[config.mk]
export PLATFORM = sky130hd
export DESIGN_NAME = pwr_mode_ctrl
export DESIGN_NICKNAME = d
export VERILOG_FILES = /design/src/rtl/pwr_mode_pkg.sv /design/src/rtl/pwr_wake_detect.sv /design/src/rtl/pwr_mode_fsm.sv /design/src/rtl/pwr_gate_decode.sv /design/src/rtl/pwr_src_hold.sv /design/src/rtl/pwr_mode_ctrl.sv
export SDC_FILE = /design/constraint.sdc
export NUM_CORES = 1
export LEC_CHECK = 0
export BUFFER_PORTS_ARGS = -buffer_cell sky130_fd_sc_hd__buf_2
export CORE_AREA = 2 2 39 41
export CTS_BUF_LIST = sky130_fd_sc_hd__clkbuf_16
export DETAILED_ROUTE_END_ITERATION = 10
export DIE_AREA = 0 0 41 43
export PLACE_DENSITY = 0.76
export SKIP_CTS_REPAIR_TIMING = 1
export SYNTH_ARGS = -nofsm -noshare
export SYNTH_HDL_FRONTEND = slang
export SYNTH_HIERARCHICAL = 1
export SYNTH_SLANG_ARGS = --single-unit
[constraint.sdc]
create_clock -name clk -period 1.7 [get_ports clk]
set_input_delay 0.085 -clock clk [delete_from_list [all_inputs] [get_ports clk]]
set_output_delay 0.085 -clock clk [all_outputs]
set_load 0.1 [all_outputs]
[src/rtl/pwr_mode_pkg.sv]
package pwr_mode_pkg;

    typedef enum logic [2:0] {
        ST_RUN     = 3'd0,
        ST_SLP_ENT = 3'd1,
        ST_SLEEP   = 3'd2,
        ST_IDLE    = 3'd3,
        ST_WAKE    = 3'd4
    } pm_state_e;

    typedef enum logic [1:0] {
        MD_RUN   = 2'b00,
        MD_IDLE  = 2'b01,
        MD_SLEEP = 2'b10
    } pm_mode_e;

    typedef struct packed {
        logic cpu;
        logic per;
        logic osc;
        logic wdt_clr;
        logic lprc;
        logic fscm;
    } pm_gate_t;

    localparam pm_gate_t GATE_RUN = '{cpu: 1'b1, per: 1'b1, osc: 1'b1,
                                      wdt_clr: 1'b0, lprc: 1'b1, fscm: 1'b1};

    function automatic logic is_sleep_family(pm_state_e s);
        return (s == ST_SLP_ENT) || (s == ST_SLEEP) || (s == ST_WAKE);
    endfunction

    function automatic pm_mode_e mode_of(pm_state_e s);
        if (is_sleep_family(s)) return MD_SLEEP;
        if (s == ST_IDLE)       return MD_IDLE;
        return MD_RUN;
    endfunction

endpackage

[src/rtl/pwr_wake_detect.sv]
module pwr_wake_detect #(
    parameter int N_IRQ = 4
) (
    input  logic [N_IRQ-1:0] irq_pend,
    input  logic [N_IRQ-1:0] irq_en,
    input  logic             wdt_timeout,
    output logic             wake_any,
    output logic             wake_wdt
);
    logic [N_IRQ-1:0] hit;

    for (genvar i = 0; i < N_IRQ; i++) begin : g_line
        assign hit[i] = irq_pend[i] & irq_en[i];
    end

    assign wake_wdt = wdt_timeout;
    assign wake_any = (|hit) | wdt_timeout;
endmodule

[src/rtl/pwr_mode_fsm.sv]
module pwr_mode_fsm
    import pwr_mode_pkg::*;
(
    input  logic      clk,
    input  logic      rst,
    input  logic      req_valid,
    input  logic      req_sleep,
    input  logic      wake_any,
    input  logic      wake_wdt,
    input  logic      osc_ready,
    output pm_state_e state,
    output logic      wake_by_wdt
);
    pm_state_e nxt;
    logic      waking;

    assign waking = wake_any && ((state == ST_SLEEP) || (state == ST_IDLE));

    always_comb begin
        nxt = state;
        unique case (state)
            ST_RUN:     if (req_valid) nxt = req_sleep ? ST_SLP_ENT : ST_IDLE;
            ST_SLP_ENT: nxt = ST_SLEEP;
            ST_SLEEP:   if (wake_any) nxt = ST_WAKE;
            ST_IDLE:    if (wake_any) nxt = ST_RUN;
            ST_WAKE:    if (osc_ready) nxt = ST_RUN;
            default:    nxt = ST_RUN;
        endcase
    end

    always_ff @(posedge clk) begin
        if (rst) begin
            state       <= ST_RUN;
            wake_by_wdt <= 1'b0;
        end else begin
            state <= nxt;
            if (waking) wake_by_wdt <= wake_wdt;
        end
    end
endmodule

[src/rtl/pwr_gate_decode.sv]
module pwr_gate_decode
    import pwr_mode_pkg::*;
(
    input  pm_state_e state,
    input  logic      wdt_enabled,
    input  logic      src_onchip,
    output pm_gate_t  gate,
    output pm_mode_e  mode
);
    always_comb begin
        gate = GATE_RUN;
        if (is_sleep_family(state)) begin
            gate.cpu  = 1'b0;
            gate.per  = 1'b0;
            gate.fscm = 1'b0;
            gate.lprc = wdt_enabled;
        end
        unique case (state)
            ST_SLP_ENT: gate.wdt_clr = wdt_enabled;
            ST_SLEEP:   gate.osc     = ~src_onchip;
            ST_IDLE:    gate.cpu     = 1'b0;
            default:    ;
        endcase
    end

    assign mode = mode_of(state);
endmodule

[src/rtl/pwr_src_hold.sv]
module pwr_src_hold #(
    parameter int               SRC_W   = 3,
    parameter logic [SRC_W-1:0] RST_SRC = '0
) (
    input  logic             clk,
    input  logic             rst,
    input  logic             load,
    input  logic [SRC_W-1:0] src_req,
    output logic [SRC_W-1:0] src_q
);
    always_ff @(posedge clk) begin
        if (rst)       src_q <= RST_SRC;
        else if (load) src_q <= src_req;
    end
endmodule

[src/rtl/pwr_mode_ctrl.sv]
module pwr_mode_ctrl
    import pwr_mode_pkg::*;
#(
    parameter int               N_IRQ   = 4,
    parameter int               SRC_W   = 3,
    parameter logic [SRC_W-1:0] RST_SRC = '0
) (
    input  logic             clk,
    input  logic             rst,
    input  logic             mode_req_valid,
    input  logic             mode_req_sleep,
    input  logic [N_IRQ-1:0] irq_pend,
    input  logic [N_IRQ-1:0] irq_en,
    input  logic             wdt_timeout,
    input  logic             wdt_enabled,
    input  logic             osc_ready,
    input  logic             src_onchip,
    input  logic [SRC_W-1:0] src_req,
    output logic [SRC_W-1:0] src_sel,
    output logic             cpu_clk_en,
    output logic             per_clk_en,
    output logic             osc_en,
    output logic             wdt_clr,
    output logic             lprc_en,
    output logic             fscm_en,
    output logic [1:0]       mode_stat,
    output logic             wake_by_wdt
);
    logic      wake_any, wake_wdt;
    pm_state_e state;
    pm_gate_t  gate;
    pm_mode_e  mode;

    pwr_wake_detect #(.N_IRQ(N_IRQ)) i_wake (
        .irq_pend(irq_pend), .irq_en(irq_en), .wdt_timeout(wdt_timeout),
        .wake_any(wake_any), .wake_wdt(wake_wdt)
    );

    pwr_mode_fsm i_fsm (
        .clk(clk), .rst(rst), .req_valid(mode_req_valid), .req_sleep(mode_req_sleep),
        .wake_any(wake_any), .wake_wdt(wake_wdt), .osc_ready(osc_ready),
        .state(state), .wake_by_wdt(wake_by_wdt)
    );

    pwr_gate_decode i_dec (
        .state(state), .wdt_enabled(wdt_enabled), .src_onchip(src_onchip),
        .gate(gate), .mode(mode)
    );

    pwr_src_hold #(.SRC_W(SRC_W), .RST_SRC(RST_SRC)) i_src (
        .clk(clk), .rst(rst), .load(state == ST_RUN),
        .src_req(src_req), .src_q(src_sel)
    );

    assign cpu_clk_en = gate.cpu;
    assign per_clk_en = gate.per;
    assign osc_en     = gate.osc;
    assign wdt_clr    = gate.wdt_clr;
    assign lprc_en    = gate.lprc;
    assign fscm_en    = gate.fscm;
    assign mode_stat  = mode;
endmodule

Word level (Yosys, flattened, before mapping):

Index checks and enable logic that the tools add are counted.

* memory bits (writable): 0
* memories kept: 0
* input port bits: 19
* register bits after elaboration: 7
* latch bits: 0
* logic and storage cells: 42
* bits in read-only memories: 0

* $lt $le $gt $ge: 0
* multiplexer cells: 18
* divide/modulo/power cells: 0
* eq/ne operators: 8
* bitwise gates (word level): 6
* add/subtract/negate cells: 0
* multipliers: 0
* shift-type cells: 0
* reduce and logical (&&, ||, !) cells: 7

Operators with widths (count)
* $pmux 3 s5: 1
* $mux 2: 7
* $mux 3: 4
* $ne 2x2->1 const B: 4
* $eq 3x2->1 const B: 2
* $mux 1: 6
* $and 1x1->1: 4
* $reduce_and 4->1: 1
* $reduce_or 4->1: 1
* $eq 3x1->1 const B: 1
* $eq 3x3->1 const B: 1
* $logic_not 3->1: 1
* $logic_or 1x1->1: 3
* $logic_and 1x1->1: 1
* $not 1->1: 1
* $or 1x1->1: 1

Logic depth before layout (Yosys ltp):

Gate-level depths: netlist (run 1).

* depth after elaboration: 7
* depth in mapped cells: 4
* gate-level depth less buffers: 4

By module:

The synthesis (run 1) kept the hierarchy.

By module, submodules not included
* pwr_mode_fsm: sequential area each 80.1 sq um, cells an instance 19, instances 1, area each 196.4 sq um
* pwr_src_hold: sequential area each 60.1 sq um, cells an instance 9, instances 1, area each 101.3 sq um
* pwr_gate_decode: sequential area each 0.0 sq um, cells an instance 12, instances 1, area each 87.6 sq um
* pwr_wake_detect: sequential area each 0.0 sq um, cells an instance 4, instances 1, area each 26.3 sq um
* pwr_mode_ctrl: sequential area each 0.0 sq um, cells an instance 1, instances 1, area each 10.0 sq um

Worst setup path before layout (run 1):

OpenSTA, ideal clock, no wires.

* kind: flip-flop to output port
* start point: register i_fsm.state[0]
* end point: output port wdt_clr
* stages on the path, launching flop included: 2
* arrival time: 3626 ps
* required time: 1615 ps
* path slack: -2011 ps
* cells stage by stage: dfxtp_1 nor4b_1

* longest elaborated chain between the ends: 2

RTL lines
* start: declaration: RTL line pwr_mode_fsm.sv:11 `output pm_state_e state,`
* start signal: assignment: RTL line pwr_mode_fsm.sv:36 `state <= nxt;`
* $eq 3x1->1: RTL line pwr_gate_decode.sv:18 `unique case (state)`
* $mux 1: RTL line pwr_gate_decode.sv:18
* end: declaration: RTL line pwr_mode_ctrl.sv:23 `output logic wdt_clr,`

Every way passes these cells.

Worst setup path in the final report (run 1):

* start point: register i_fsm.state[0]
* end point: output port mode_stat[1]

* longest elaborated chain between the ends: 5
* elaborated cells between the ends (all ways): 12

RTL lines
* $eq 3x2->1, or another cell as far along: RTL line pwr_mode_pkg.sv:35 `if (s == ST_IDLE) return MD_IDLE;`
* $mux 1 / $logic_or 1x1->1 (equally long branches) (2 in a row): RTL line pwr_mode_pkg.sv:35, pwr_mode_pkg.sv:30
* $mux 2 / $mux 1 (equally long branches): RTL line pwr_mode_pkg.sv:36, pwr_mode_pkg.sv:34
* $mux 2 (*): RTL line pwr_mode_pkg.sv:35
* end: declaration: RTL line pwr_mode_ctrl.sv:26 `output logic [1:0] mode_stat,`

Mark *: on every way between the ends. The rest lies on a longest branch, timed or not. The select of a mux whose other input is x is not followed.

==> results_dict.tcl, run 1 <==
set metrics [dict create \
    cpPeakStageDelay_ns 0.41 \
    cp.required_ns 1.62 \
    tightestPinTransition_ns 0.4852 \
    cts.sinks 7 \
    relSlewSlack 0.6788 \
    synthCells 45 \
    vdd_ir_drop_max_v 0.0007411 \
    drtIter0Drc 3 \
    ys_top_cells_by_count "dfxtp_1, nor2_1, mux2i_1" \
    status "finished, final reports clean" \
    die_area_mm2 0.001763 \
    syn_area_per_cell_um2 9.370 \
    fmax_mhz 622.0 \
    final-setup-viol-count 0 \
    clk_path_buf_depth 2 \
    antenna_found_initial 0 \
    global_route.usage.total 0.1368 \
    drcViolationCount 0 \
    yosys.area.top_type "dfxtp_1" \
    synth_seq_cells 7 \
    grt_remaining_overflow 0 \
    yosys_warnings 6 \
    period_needed_ns 1.608 \
    synth_cell_types 24 \
    multi_input_area_um2 280.3 \
    hold_viol 0 \
    worst-path-buf-inv 1 \
    routed_wl_um 988 \
    syn_area_um2 421.7 \
    power_mw 1.152 \
    synth.most_common_cell "dfxtp_1" \
    grt_pass1_wl_mm 1.524 \
    synth_edf_count 0 \
    place_inst 89 \
    port_buffers 30 \
    layout-drive-gt1-share 0.5584 \
    fin_crit_sh 0.9457 \
    gp_congestion 0.6814 \
    rsz0062_at_grt "false" \
    skew_ns 0.003077 \
    grt_pass1_vias 407 \
    final_cells 93 \
    finalNetCount 97 \
    end_kind "primary output" \
    leakage_nw 0.3579 \
    hold_path_class "in2reg" \
    async_flop_share 0 \
    die_y_um 43 \
    fin_tns_setup_ns 0 \
    num_vias 451 \
    cp_top_family "compound AO/OA/AOI/OAI gates" \
    numCtsBuffers 3 \
    cap_violations 0 \
    core_area_mm2 0.001384 \
    synth_flop_cell "dfxtp_1" \
    cts_root_buf "clkbuf_16" \
    crit_chain "o21ai_0 -> o21a_1 -> buf_2" \
    cp_max_fo 12 \
    dr.pass1.iters 4 \
    p_per_area_mw_per_mm2 1555 \
    slowest_stage "buf_2" \
    synth_nets 64 \
    synth.top_cells.by_area "dfxtp_1, mux2i_1, nor2_1" \
    drt-vias-per-instance 4.849 \
    die_x_um 41 \
    htree_levels 1 \
    dpl.hpwl_um 732.2 \
    cts_tree "yes" \
    crit_type "reg2out" \
    clock_latency_ns 0.23 \
    seqCellArea_um2 146.4 \
    slew_viol_final 0 \
    nFillCells 129 \
    diodes 0 \
    synth.top_cell.area_share 0.3323 \
    start_util 0.3047 \
    row_count 14 \
    cp.arrival_ns 1.52 \
    ys_seq_area_frac 0.3323 \
    grt_max_degree 17 \
    area_growth_pct 75.67 \
    clk_pin_slew_ns 0.04 \
    fin_area_um2 740.7 \
    antenna_left 0 \
    placedInstanceArea_um2 659.4 \
    cp-start-kind "flop" \
    ios 31 \
    wl_per_cell_um 10.62 \
]
report_power, final:
part           switching, mW  internal (mW)
sequential            0.0310          0.184
clock                 0.0930          0.309
combinational          0.376          0.160
total                  0.500          0.652
worst register-to-register path: cells and delay by family, from the launching register on:
| family | cells | cell delay (ns) |
|---|---|---|
| simple gates | 2 | 0.42 |
| flops | 1 | 0.39 |
| mux | 1 | 0.24 |
cell type report:
class	instances	share of cell area
multi-input combinational	35	0.3784
timing repair buffer	30	0.2838
sequential	7	0.1976
clock buffer	3	0.1014
tap	16	0.02703
clock inverter	1	0.006757
inverter	1	0.005068
path summary, 6_finish.rpt:
path / startpoint / end / slack, ns / cells after the start
worst max register to register: i_fsm/state[1] / i_src/src_q[2] / 0.53 / 3
worst min-delay path: src_req[0] / i_src/src_q[0] / 0.1 / 3
worst max-delay path: i_fsm/state[0] / mode_stat[1] / 0.09 / 3
worst min register to register: i_fsm/wake_by_wdt / i_fsm/wake_by_wdt / 0.47 / 2
cells in the final DEF (no fill, tap or decap):
cell type / instances
mux2i_1: 5
nand2b_1: 2
nor4b_2: 1
nor3_2: 1
nor3b_1: 2
nand3b_1: 1
buf_2: 26
clkbuf_16: 3
xor2_2: 1
o21ai_2: 1
a211o_1: 1
clkinv_2: 1
xor2_1: 1
dfxtp_1: 4
o21ai_0: 1
a222oi_1: 1
and3b_2: 1
dfxtp_4: 1
buf_12: 4
o211ai_1: 1
a211oi_2: 1
dfxtp_2: 2
o21a_1: 2
nand4bb_1: 1
a211oi_1: 1
or3b_1: 1
a21oi_1: 1
nand2_1: 1
nor2_1: 6
inv_1: 1
and3b_1: 1
cell families (layout without fill, tap and decap cells):
kind of cell | count (synthesis) | after routing | synth area share
flip-flops | 7 | 7 | 0.3323
XOR/XNOR | 2 | 2 | 0.04155
multiplexers | 5 | 5 | 0.1187
buffers and inverters | 3 | 35 | 0.04449
AND/OR/NAND/NOR | 18 | 18 | 0.2819
AO/OA/AOI/OAI | 10 | 10 | 0.1810
sequential cells by signal, indices dropped and copies added, names as in the netlist:
register and flops:
i_fsm/state 3, i_fsm/wake_by_wdt 1, i_src/src_q 3
metrics by stage:
step | utilization | worst slack, ns | hold WS [ns]
after CTS | 0.5344 | 0.008168 | 0.09993
after detailed placement | 0.4765 | 0.2692 | 0.3382
after global routing | 0.5353 | 0.01046 | 0.1127
after floorplan | - | -0.5977 | 0.1423
after global placement | 0.4765 | 0.3267 | 0.3224
final | 0.5353 | 0.09226 | 0.09831
routing by layer:
metal,GRT usage,vias to the layer above,share of wire
li1,-,229,-
met1,0.1327,200,0.41
met2,0.2031,18,0.47
met3,0.04712,4,0.084
met4,0.1400,0,0.034
met5,0,-,0
(Power assumes the default switching activity.)
==> run 2: changes to the inputs <==
CORE_AREA = unset   (was 2 2 39 41)
CORE_MARGIN = 2   (was unset)
CORE_UTILIZATION = 35   (was unset)
DIE_AREA = unset   (was 0 0 41 43)
PLACE_DENSITY = 0.83   (was 0.76)
SYNTH_HIERARCHICAL = unset   (was 1)
clock period = 1.3 ns   (was 1.7 ns; I/O delays follow)
==> results_dict.tcl, run 2 <==
set metrics [dict create \
    final_cells 102 \
    synth.top_cells.by_area "dfxtp_1, mux2i_1, nor2_1" \
    port_buffers 30 \
    layout-drive-gt1-share 0.7126 \
    routed_wl_mm 1.252 \
    die_area_mm2 0.001614 \
    crit_type "reg2out" \
    grt_use_met1 0.1803 \
    gp_congestion 0.7610 \
    seqCellArea_um2 151.4 \
    grt_pass1_vias 436 \
    relSlewSlack 0.6771 \
    grt_most_used_layer "met2" \
    cp.required_ns 1.24 \
    mostFrequentLayoutCells "buf_2, buf_12" \
    period_needed_ns 1.349 \
    grt_pass1_wl_mm 1.766 \
    p_per_area_mw_per_mm2 1710 \
    area_growth_pct 109.3 \
    grt_max_degree 9 \
    use_met3 0.03333 \
    end_kind "primary output" \
    final_common_cell "buf_2" \
    synth_nets 69 \
    antenna_left 0 \
    die_x_um 40.17 \
    grt_remaining_overflow 0 \
    clock_latency_ns 0.23 \
    numCtsBuffers 3 \
    power_mw 1.639 \
    synth_cell_types 31 \
    async_flop_share 0 \
    use_met2 0.3065 \
    skew_ns 0.001879 \
    place_inst 98 \
    fin_area_um2 958.4 \
    antenna_found_initial 0 \
    leakage_nw 0.4459 \
    clk_path_buf_depth 2 \
    synth.most_common_cell "dfxtp_1" \
    slew_viol_final 0 \
    dpl.hpwl_um 919.9 \
    finalNetCount 107 \
    ios 31 \
    final_core_util 0.7652 \
    ys_seq_area_frac 0.3060 \
    clk_pin_slew_ns 0.04 \
    cp-start-kind "flop" \
    synth_flop_cell "dfxtp_1" \
    cp.arrival_ns 1.28 \
    cap_violations 0 \
    ys_top_cells_by_count "dfxtp_1, nor2_1, mux2i_1, o21ai_1" \
    global_route.usage.total 0.1559 \
    hold_path_class "in2reg" \
    wl_per_cell_um 12.27 \
    cts.sinks 7 \
    synth_compound_area_frac 0.2186 \
    synth_seq_cells 7 \
    crit_start "i_fsm.state[1]" \
    diodes 0 \
    fin_crit_sh 1.038 \
    row_count 13 \
    status "finished, violations left" \
    synthCells 50 \
    num_vias 516 \
    drtIter0Drc 6 \
    r2r-start "i_fsm.state[1]" \
    synth_top_family_by_area "simple AND/OR/NAND/NOR gates" \
    synth-xor-area-share 0.03825 \
    synth-simple-area-share 0.2760 \
    dr.pass1.iters 4 \
    multi_input_area_um2 347.8 \
    synth.mux.area_fraction 0.06557 \
    final-setup-viol-count 5 \
    fmax_mhz 741.3 \
    vdd_ir_drop_max_v 0.001547 \
    syn_area_per_cell_um2 9.159 \
    synthAdderAreaFrac 0 \
    core_area_mm2 0.001252 \
    cp_max_fo 5 \
    cts_root_buf "clkbuf_16" \
    cts_tree "yes" \
    drt-vias-per-instance 5.059 \
    rsz0062_at_grt "true" \
    placedInstanceArea_um2 793.3 \
    reg_top3 "i_fsm.state (3), i_src.src_q (3), i_fsm.wake_by_wdt (1)" \
    htree_levels 1 \
    synth_edf_count 0 \
    die_y_um 40.17 \
    setup_ws_ns -0.04903 \
    violations "setup timing" \
    synth.top_cell.area_share 0.3060 \
    syn_area_um2 457.9 \
    hold_viol 0 \
    yosys_warnings 0 \
    drcViolationCount 0 \
    nFillCells 84 \
    yosys.area.top_type "dfxtp_1" \
    min_from "src_req[1]" \
    tightestPinTransition_ns 0.4878 \
    start_util 0.3656 \
]
run 2: worst max-delay path: stages, from the launching register on:
cell	delay [ns]
dfxtp_4	0.39
xor2_2	0.19
o21ai_4	0.07
or2_4	0.24
buf_12	0.16
run 2: metal layers:
| metal | share of wire | vias up |
|---|---|---|
| met5 | 0 | - |
| met4 | 0 | 0 |
| met3 | 0.054 | 0 |
| met2 | 0.56 | 17 |
| met1 | 0.38 | 251 |
| li1 | - | 248 |
run 2: worst paths after layout:
kind / endpoint / slack, ns / cells past startpoint
max reg2reg: i_fsm.state[2] / 0.10 / 4
min: i_src.src_q[1] / 0.07 / 3
min reg2reg: i_src.src_q[1] / 0.48 / 2
max: lprc_en / -0.05 / 4
run 2: cell families after synthesis:
kind of cell	after synthesis
AOI/OAI and AO/OA	11
buffers and inverters	8
xor gates and xnor gates	2
and+or+nand+nor	19
muxes	3
DFF	7
run 2: stage by stage:
| stage | setup WS [ns] | hold WS (ns) | setup TNS [ns] |
|---|---|---|---|
| 6_report | -0.04903 | 0.07445 | -0.1254 |
| 5_1_grt | -0.07613 | 0.1005 | -0.2861 |
| 4_1_cts | -0.2872 | 0.07817 | -0.7879 |
| 3_5_place_dp | -0.04240 | 0.3135 | -0.04240 |
| 3_3_place_gp | 0.001256 | 0.3016 | 0 |
| 2_1_floorplan | -0.5691 | 0.2114 | -1.492 |
run 2: final cells by class:
class,instances,share of cell area
Inverter,3,0.01697
Timing Repair Buffer,38,0.3603
Clock buffer,3,0.07833
Clock inverter,1,0.003916
Multi-Input combinational cell,35,0.3629
Sequential cell,7,0.1580
Tap cell,15,0.01958
run 2: power breakdown:
group          total, mW  switching (mW)  leakage (nW)  internal, mW
clock              0.508           0.108        0.0423         0.399
combinational      0.865           0.544         0.344         0.321
sequential         0.266          0.0278        0.0597         0.238
